[src/rtl/nvs_pkg.sv]
package nvs_pkg;
  typedef enum logic [1:0] {
    PICK_NONE  = 2'd0,
    PICK_WRITE = 2'd1,
    PICK_XFER  = 2'd2
  } nvs_pick_e;

  function automatic nvs_pick_e nvs_select(input logic wr_v, input logic xf_v);
    if (wr_v)      return PICK_WRITE;
    else if (xf_v) return PICK_XFER;
    else           return PICK_NONE;
  endfunction
endpackage

[src/rtl/nvs_rst_sync.sv]
module nvs_rst_sync #(
  parameter int STAGES = 2
) (
  input  logic clk,
  input  logic rst_n,
  output logic rst_sync_n
);
  logic [STAGES-1:0] sync_q;

  always_ff @(posedge clk or negedge rst_n) begin
    if (!rst_n) sync_q <= '0;
    else        sync_q <= {sync_q[STAGES-2:0], 1'b1};
  end

  assign rst_sync_n = sync_q[STAGES-1];
endmodule

[src/rtl/nvs_req_latch.sv]
module nvs_req_latch
  import nvs_pkg::*;
#(
  parameter int AW = 4,
  parameter int DW = 8
) (
  input  logic          clk,
  input  logic          rst_n,
  input  logic          busy,
  input  logic          clear,
  input  logic          wr_vld,
  input  logic [AW-1:0] wr_addr,
  input  logic [DW-1:0] wr_data,
  input  logic          xf_vld,
  input  logic [AW-1:0] xf_addr,
  input  logic [DW-1:0] wiper,
  output logic          pend_vld,
  output logic [AW-1:0] pend_addr,
  output logic [DW-1:0] pend_data
);
  nvs_pick_e     pick;
  logic          vld_d;
  logic [AW-1:0] addr_d;
  logic [DW-1:0] data_d;
  logic          load_en;

  always_comb begin
    pick    = busy ? PICK_NONE : nvs_select(wr_vld, xf_vld);
    load_en = 1'b0;
    vld_d   = pend_vld;
    addr_d  = pend_addr;
    data_d  = pend_data;
    if (clear) begin
      vld_d = 1'b0;
    end else begin
      case (pick)
        PICK_WRITE: begin vld_d = 1'b1; load_en = 1'b1; addr_d = wr_addr; data_d = wr_data; end
        PICK_XFER:  begin vld_d = 1'b1; load_en = 1'b1; addr_d = xf_addr; data_d = wiper;   end
        default:    ;
      endcase
    end
  end

  always_ff @(posedge clk or negedge rst_n) begin
    if (!rst_n) pend_vld <= 1'b0;
    else        pend_vld <= vld_d;
  end

  always_ff @(posedge clk or negedge rst_n) begin
    if (!rst_n) begin
      pend_addr <= '0;
      pend_data <= '0;
    end else if (load_en) begin
      pend_addr <= addr_d;
      pend_data <= data_d;
    end
  end


  no_pend_while_busy_chk: assert property (@(posedge clk) disable iff (!rst_n)
    (busy && !pend_vld) |=> !pend_vld);
endmodule

[src/rtl/nvs_cycle_timer.sv]
module nvs_cycle_timer #(
  parameter int WR_TICKS = 50000
) (
  input  logic clk,
  input  logic rst_n,
  input  logic start,
  input  logic tick,
  output logic busy,
  output logic done
);
  localparam int CW = $clog2(WR_TICKS + 1);
  localparam logic [CW-1:0] LAST = CW'(WR_TICKS - 1);

  logic [CW-1:0] cnt_q, cnt_d;
  logic          busy_d, done_d;

  always_comb begin
    cnt_d  = cnt_q;
    busy_d = busy;
    done_d = 1'b0;
    if (busy) begin
      if (tick) begin
        if (cnt_q == LAST) begin
          busy_d = 1'b0;
          done_d = 1'b1;
          cnt_d  = '0;
        end else begin
          cnt_d = cnt_q + 1'b1;
        end
      end
    end else if (start) begin
      busy_d = 1'b1;
      cnt_d  = '0;
    end
  end

  always_ff @(posedge clk or negedge rst_n) begin
    if (!rst_n) begin
      cnt_q <= '0;
      busy  <= 1'b0;
      done  <= 1'b0;
    end else begin
      cnt_q <= cnt_d;
      busy  <= busy_d;
      done  <= done_d;
    end
  end


  cnt_range_chk: assert property (@(posedge clk) disable iff (!rst_n)
    cnt_q <= LAST);

  strobe_on_fall_chk: assert property (@(posedge clk) disable iff (!rst_n)
    done |-> (!busy && $past(busy)));
endmodule

[src/rtl/nvs_commit_seq.sv]
module nvs_commit_seq #(
  parameter int AW       = 4,
  parameter int DW       = 8,
  parameter int WR_TICKS = 50000
) (
  input  logic          clk,
  input  logic          rst_n,
  input  logic          wr_req,
  input  logic [AW-1:0] wr_addr,
  input  logic [DW-1:0] wr_data,
  input  logic          xfer_req,
  input  logic [AW-1:0] xfer_addr,
  input  logic [DW-1:0] wiper_pos,
  input  logic          cs_n,
  input  logic          wp_n,
  input  logic          tick,
  output logic          wip,
  output logic          mem_we,
  output logic [AW-1:0] mem_addr,
  output logic [DW-1:0] mem_data
);
  logic          rst_sync_n;
  logic          cs_q;
  logic          cs_rise;
  logic          pend_vld;
  logic [AW-1:0] pend_addr;
  logic [DW-1:0] pend_data;
  logic          go;
  logic          busy;
  logic          done;

  nvs_rst_sync #(.STAGES(2)) u_rst (
    .clk(clk), .rst_n(rst_n), .rst_sync_n(rst_sync_n)
  );

  always_ff @(posedge clk or negedge rst_sync_n) begin
    if (!rst_sync_n) cs_q <= 1'b1;
    else             cs_q <= cs_n;
  end

  assign cs_rise = cs_n && !cs_q;
  assign go      = cs_rise && pend_vld && wp_n && !busy;

  nvs_req_latch #(.AW(AW), .DW(DW)) u_latch (
    .clk(clk), .rst_n(rst_sync_n), .busy(busy), .clear(cs_rise),
    .wr_vld(wr_req), .wr_addr(wr_addr), .wr_data(wr_data),
    .xf_vld(xfer_req), .xf_addr(xfer_addr), .wiper(wiper_pos),
    .pend_vld(pend_vld), .pend_addr(pend_addr), .pend_data(pend_data)
  );

  nvs_cycle_timer #(.WR_TICKS(WR_TICKS)) u_timer (
    .clk(clk), .rst_n(rst_sync_n), .start(go), .tick(tick),
    .busy(busy), .done(done)
  );

  always_ff @(posedge clk or negedge rst_sync_n) begin
    if (!rst_sync_n) begin
      mem_addr <= '0;
      mem_data <= '0;
    end else if (go) begin
      mem_addr <= pend_addr;
      mem_data <= pend_data;
    end
  end

  assign wip    = busy;
  assign mem_we = done;


  start_raises_wip_chk: assert property (@(posedge clk) disable iff (!rst_sync_n)
    go |=> wip);

  protect_blocks_chk: assert property (@(posedge clk) disable iff (!rst_sync_n)
    (cs_rise && !wp_n && !busy) |=> !wip);

  commit_stable_chk: assert property (@(posedge clk) disable iff (!rst_sync_n)
    (wip && $past(wip)) |-> ($stable(mem_addr) && $stable(mem_data)));

  no_pending_idle_chk: assert property (@(posedge clk) disable iff (!rst_sync_n)
    (cs_rise && !pend_vld && !busy) |=> !wip);
endmodule

[config.mk]
export PLATFORM = sky130hd
export DESIGN_NAME = nvs_commit_seq
export DESIGN_NICKNAME = d
export VERILOG_FILES = /design/src/rtl/nvs_pkg.sv /design/src/rtl/nvs_rst_sync.sv /design/src/rtl/nvs_req_latch.sv /design/src/rtl/nvs_cycle_timer.sv /design/src/rtl/nvs_commit_seq.sv
export SDC_FILE = /design/constraint.sdc
export NUM_CORES = 1
export LEC_CHECK = 0
export ABC_AREA = 1
export BUFFER_PORTS_ARGS = -buffer_cell sky130_fd_sc_hd__buf_2
export CORE_ASPECT_RATIO = 0.75
export CORE_MARGIN = 3
export CORE_UTILIZATION = 55
export DETAILED_ROUTE_END_ITERATION = 10
export HOLD_SLACK_MARGIN = 0.03
export PLACE_DENSITY = 0.8
export SLEW_MARGIN = 20
export SYNTH_ARGS = -nofsm -noshare
export SYNTH_HDL_FRONTEND = slang
export SYNTH_SLANG_ARGS = --single-unit
[constraint.sdc]
create_clock -name clk -period 1.7 [get_ports clk]
set_clock_uncertainty 0.1 [all_clocks]
set_input_delay 0.34 -clock clk [delete_from_list [all_inputs] [get_ports clk]]
set_output_delay 0.34 -clock clk [all_outputs]
set_load 0.005 [all_outputs]
==> results.md <==
- #FFs+latches synth: 46
- Chip width: 81.01 um
- Area share of the largest cell type after synthesis: 48.52%
- Die H: 62.26 um
- Cell accounting for the most synthesized area: dfrtp_1
- Post-Syn Area: 2321 um2
- CP arrival: roughly 1.7 ns
- Vias: 2,069
- Max-cap check violation count: 0
- Seq/Total Area, Yosys: 49.65%
- Comb power frac: 31.1%
- Slowest CP cell: dfrtp_2
- Top Metal Used: met4
- Fmax: 0.6215 GHz
- Worst-path clk slew: 0.09 ns
- Psw: roughly 1.1 mW
- DR WL met3: 342 um
- N_diodes: 0
- Internal power: approximately 2.2 mW
- Crit path launch type: register
- Routed len/inst: 12.88 um
- P per Cell Area: 1185 nW/um2
- DRT met1 WL: between 2000 and 3000 um
- DR iter-0 viols: 174
- Final #Nets: 379
- Most numerous cell in the Yosys netlist: nand2_1
- DRC viols: 0
- Placer Congestion: 0.9039
- Hold Fails Final Rpt: 0
- Tot Pwr: 3.334 mW
- Status: finished clean
- DRT Pass-1 Iters: 4
- Core box area: 3851 um2
- Top post-synthesis cells by area: dfrtp_1 (49%), nand2_1 (13%), inv_1 (7.0%)
- Clk buf depth: 2
- Pins Over Slew Limit: 0
- CP max stage delay: 0.45 ns
- CP cell instances: inv_1, nand2_1, ha_4, nor2_4, buf_12, o211ai_1, o21ai_0
- Distinct cells, synth: 28
- Largest net degree at the start of global routing: 35
- Vias in the first global route: 1,769
- Initial Util: approximately 60%
- Worst Setup Path Type: register to register
- Synth top cells by count: nand2_1 (80), dfrtp_1 (45), inv_1 (43)
- Final min period: 1.609 ns
- Clk root buf: clkbuf_8
- First-pass GRT wire length: 8466 um
- CTS tree: built
- Post-synth EDFFs: 0
- Routed Antenna Nets: 0
- Final setup fails: 0
- Clk network pwr share: 19.6%
- Hold slack: 0.03799 ns
- Ys Warns: 0
- DP Wirelength: 3681 um
- H-tree Lvls: 2
- Grt ovf: 0
- FFs w/ async S/R, synth: 100.0%
- Area growth from synthesis to layout: 21.24%
- CP Max Fanout: 12
- TritonCTS Sinks: between 40 and 50
- Family with the most delay on the worst path: flip-flops
- Peak supply drop: 971.9 uV
- Worst Path Required: 1.82 ns
- Avg Inst Size Synth: 7.894 um2
- Vias per Instance: 5.185
- Hold crit path type: register to async pin
- Crit path capture type: register
- Die ar.: 5044 um2
- WP buf/inv: 2
- Switching fraction of total power: roughly a third
- Routed wire length: between 5000 and 6000 um
- Clock latency on the worst-skew pair: 0.30 ns
- Syn nets: roughly 330
- GRT Resource Usage Total: 21.34%
- Share of cells above drive strength 1: a little under a quarter
- Synth Instances: 294
- TNS Setup: 0 ns
- Final core occ: around 73%
- Part of the power in registers: 49.3%
- Rows: 19
- Commonest register cell after synthesis: dfrtp_1
- Final instance area: 2814 um2
- CTS buffer count: 5
- Leak Pwr: about 1.4 nW
- Metal2 WL: 2186 um
- Initial antenna violation count: 0
- I/O Buffers: 44
- IO Count: 45
- Area post-placement: 2649 um2
- Final Cycle Share: between 90% and 100%
==> worst paths after layout <==
path / cells past startpoint / startpoint / slack (ns) / endpoint
max in group asynchronous: 1 / u_rst.sync_q[1]$_DFF_PN0_ / 0.99 / mem_data[1]$_DFFE_PN0P_
setup / recovery: 7 / u_timer.busy$_DFF_PN0_ / 0.09 / u_latch.pend_addr[0]$_DFFE_PN0P_
min in group clk: 1 / cs_n / 0.04 / cs_q$_DFF_PN1_
hold reg to reg: 0 / u_rst.sync_q[1]$_DFF_PN0_ / 0.04 / mem_data[6]$_DFFE_PN0P_
hold / removal: 0 / u_rst.sync_q[1]$_DFF_PN0_ / 0.04 / mem_data[6]$_DFFE_PN0P_
setup reg to reg: 7 / u_timer.busy$_DFF_PN0_ / 0.09 / u_latch.pend_addr[0]$_DFFE_PN0P_
==> worst register-to-register path: cells and delay by family (launching register included) <==
kind,cells,cell delay [ns]
AOI/OAI and AO/OA,2,0.19
buffers and inverters,2,0.27
and+or+nand+nor,2,0.25
adders and majority gates,1,0.27
DFF,1,0.45
==> metrics by stage <==
stage | std cells | worst slack, ns
after global routing | 399 | -0.01432
after global placement | 388 | 0.1041
after floorplan | 294 | 0.01995
after detailed placement | 388 | -0.02766
after CTS | 397 | 0.005226
final | 399 | 0.09089
==> cells by family after synthesis <==
logic type	after synthesis	synth area share (%)
buf+inv	53	8.895
fa+ha+maj	2	1.078
flops	46	49.65
xor+xnor	5	1.887
simple gates	138	26.09
compound gates	49	12.24
other cells	1	0.1616
==> power by group through the flow <==
stage / Sequential [mW] / Clock (mW) / Combinational, mW
floorplan: 1.66 / 0 / 0.548
global placement: 1.64 / 0 / 0.905
detailed placement: 1.66 / 0 / 0.937
CTS: 1.64 / 0.664 / 0.947
global route: 1.69 / 0.712 / 1.18
finish: 1.64 / 0.655 / 1.04
==> routing by layer <==
metal | global-route usage, % | up-vias
li1 | - | 1034
met1 | 34.06 | 953
met2 | 29.00 | 74
met3 | 4.624 | 8
met4 | 5.696 | 0
met5 | 0 | -
==> flip-flops by register name, summed over array words and instances (netlist names) <==
register,count
u_latch.pend_data,8
u_rst.sync_q,2
u_latch.pend_vld,1
u_timer.busy,1
mem_data,8
u_timer.done,1
cs_q,1
u_latch.pend_addr,4
u_timer.cnt_q,16
mem_addr,4
==> cell usage in the layout, fill, tap and decap left out, types with 2 or more instances in the layout <==
cell type   n
inv_2       3
nor2_1     22
o22ai_1     2
nand2_2     3
o211ai_1   12
nand2_1    80
clkbuf_8    5
dfrtp_1    43
xor2_1      4
nor2_4      3
inv_1      43
o21ai_1     5
buf_4       3
nor3_1      2
o21ai_0    27
buf_12      3
nor2_2      4
nand3_1    19
dfrtp_2     2
buf_2      44
clkinv_2    2
==> area by class of cell <==
type,instances,area (um2)
Fill cell,302,1037
Sequential cell,46,1155
Multi-Input combinational cell,195,1001
Timing Repair Buffer,52,337.8
Clock buffer,6,72.57
Clock inverter,2,10.01
Tap cell,52,65.06
Inverter,46,172.7
==> what timing repair did <==
| action | CTS | global route |
|---|---|---|
| buffers inserted | 0 | 1 |
| pin swaps | 0 | 2 |
| resized for setup | 1 | 7 |
| hold endpoints to repair | 2 | 0 |
| endpoints found under the setup margin | 12 | 28 |
| cloned | 0 | 1 |
| hold buffers | 1 | 0 |
Note: power is estimated with default switching activity, not from simulation.
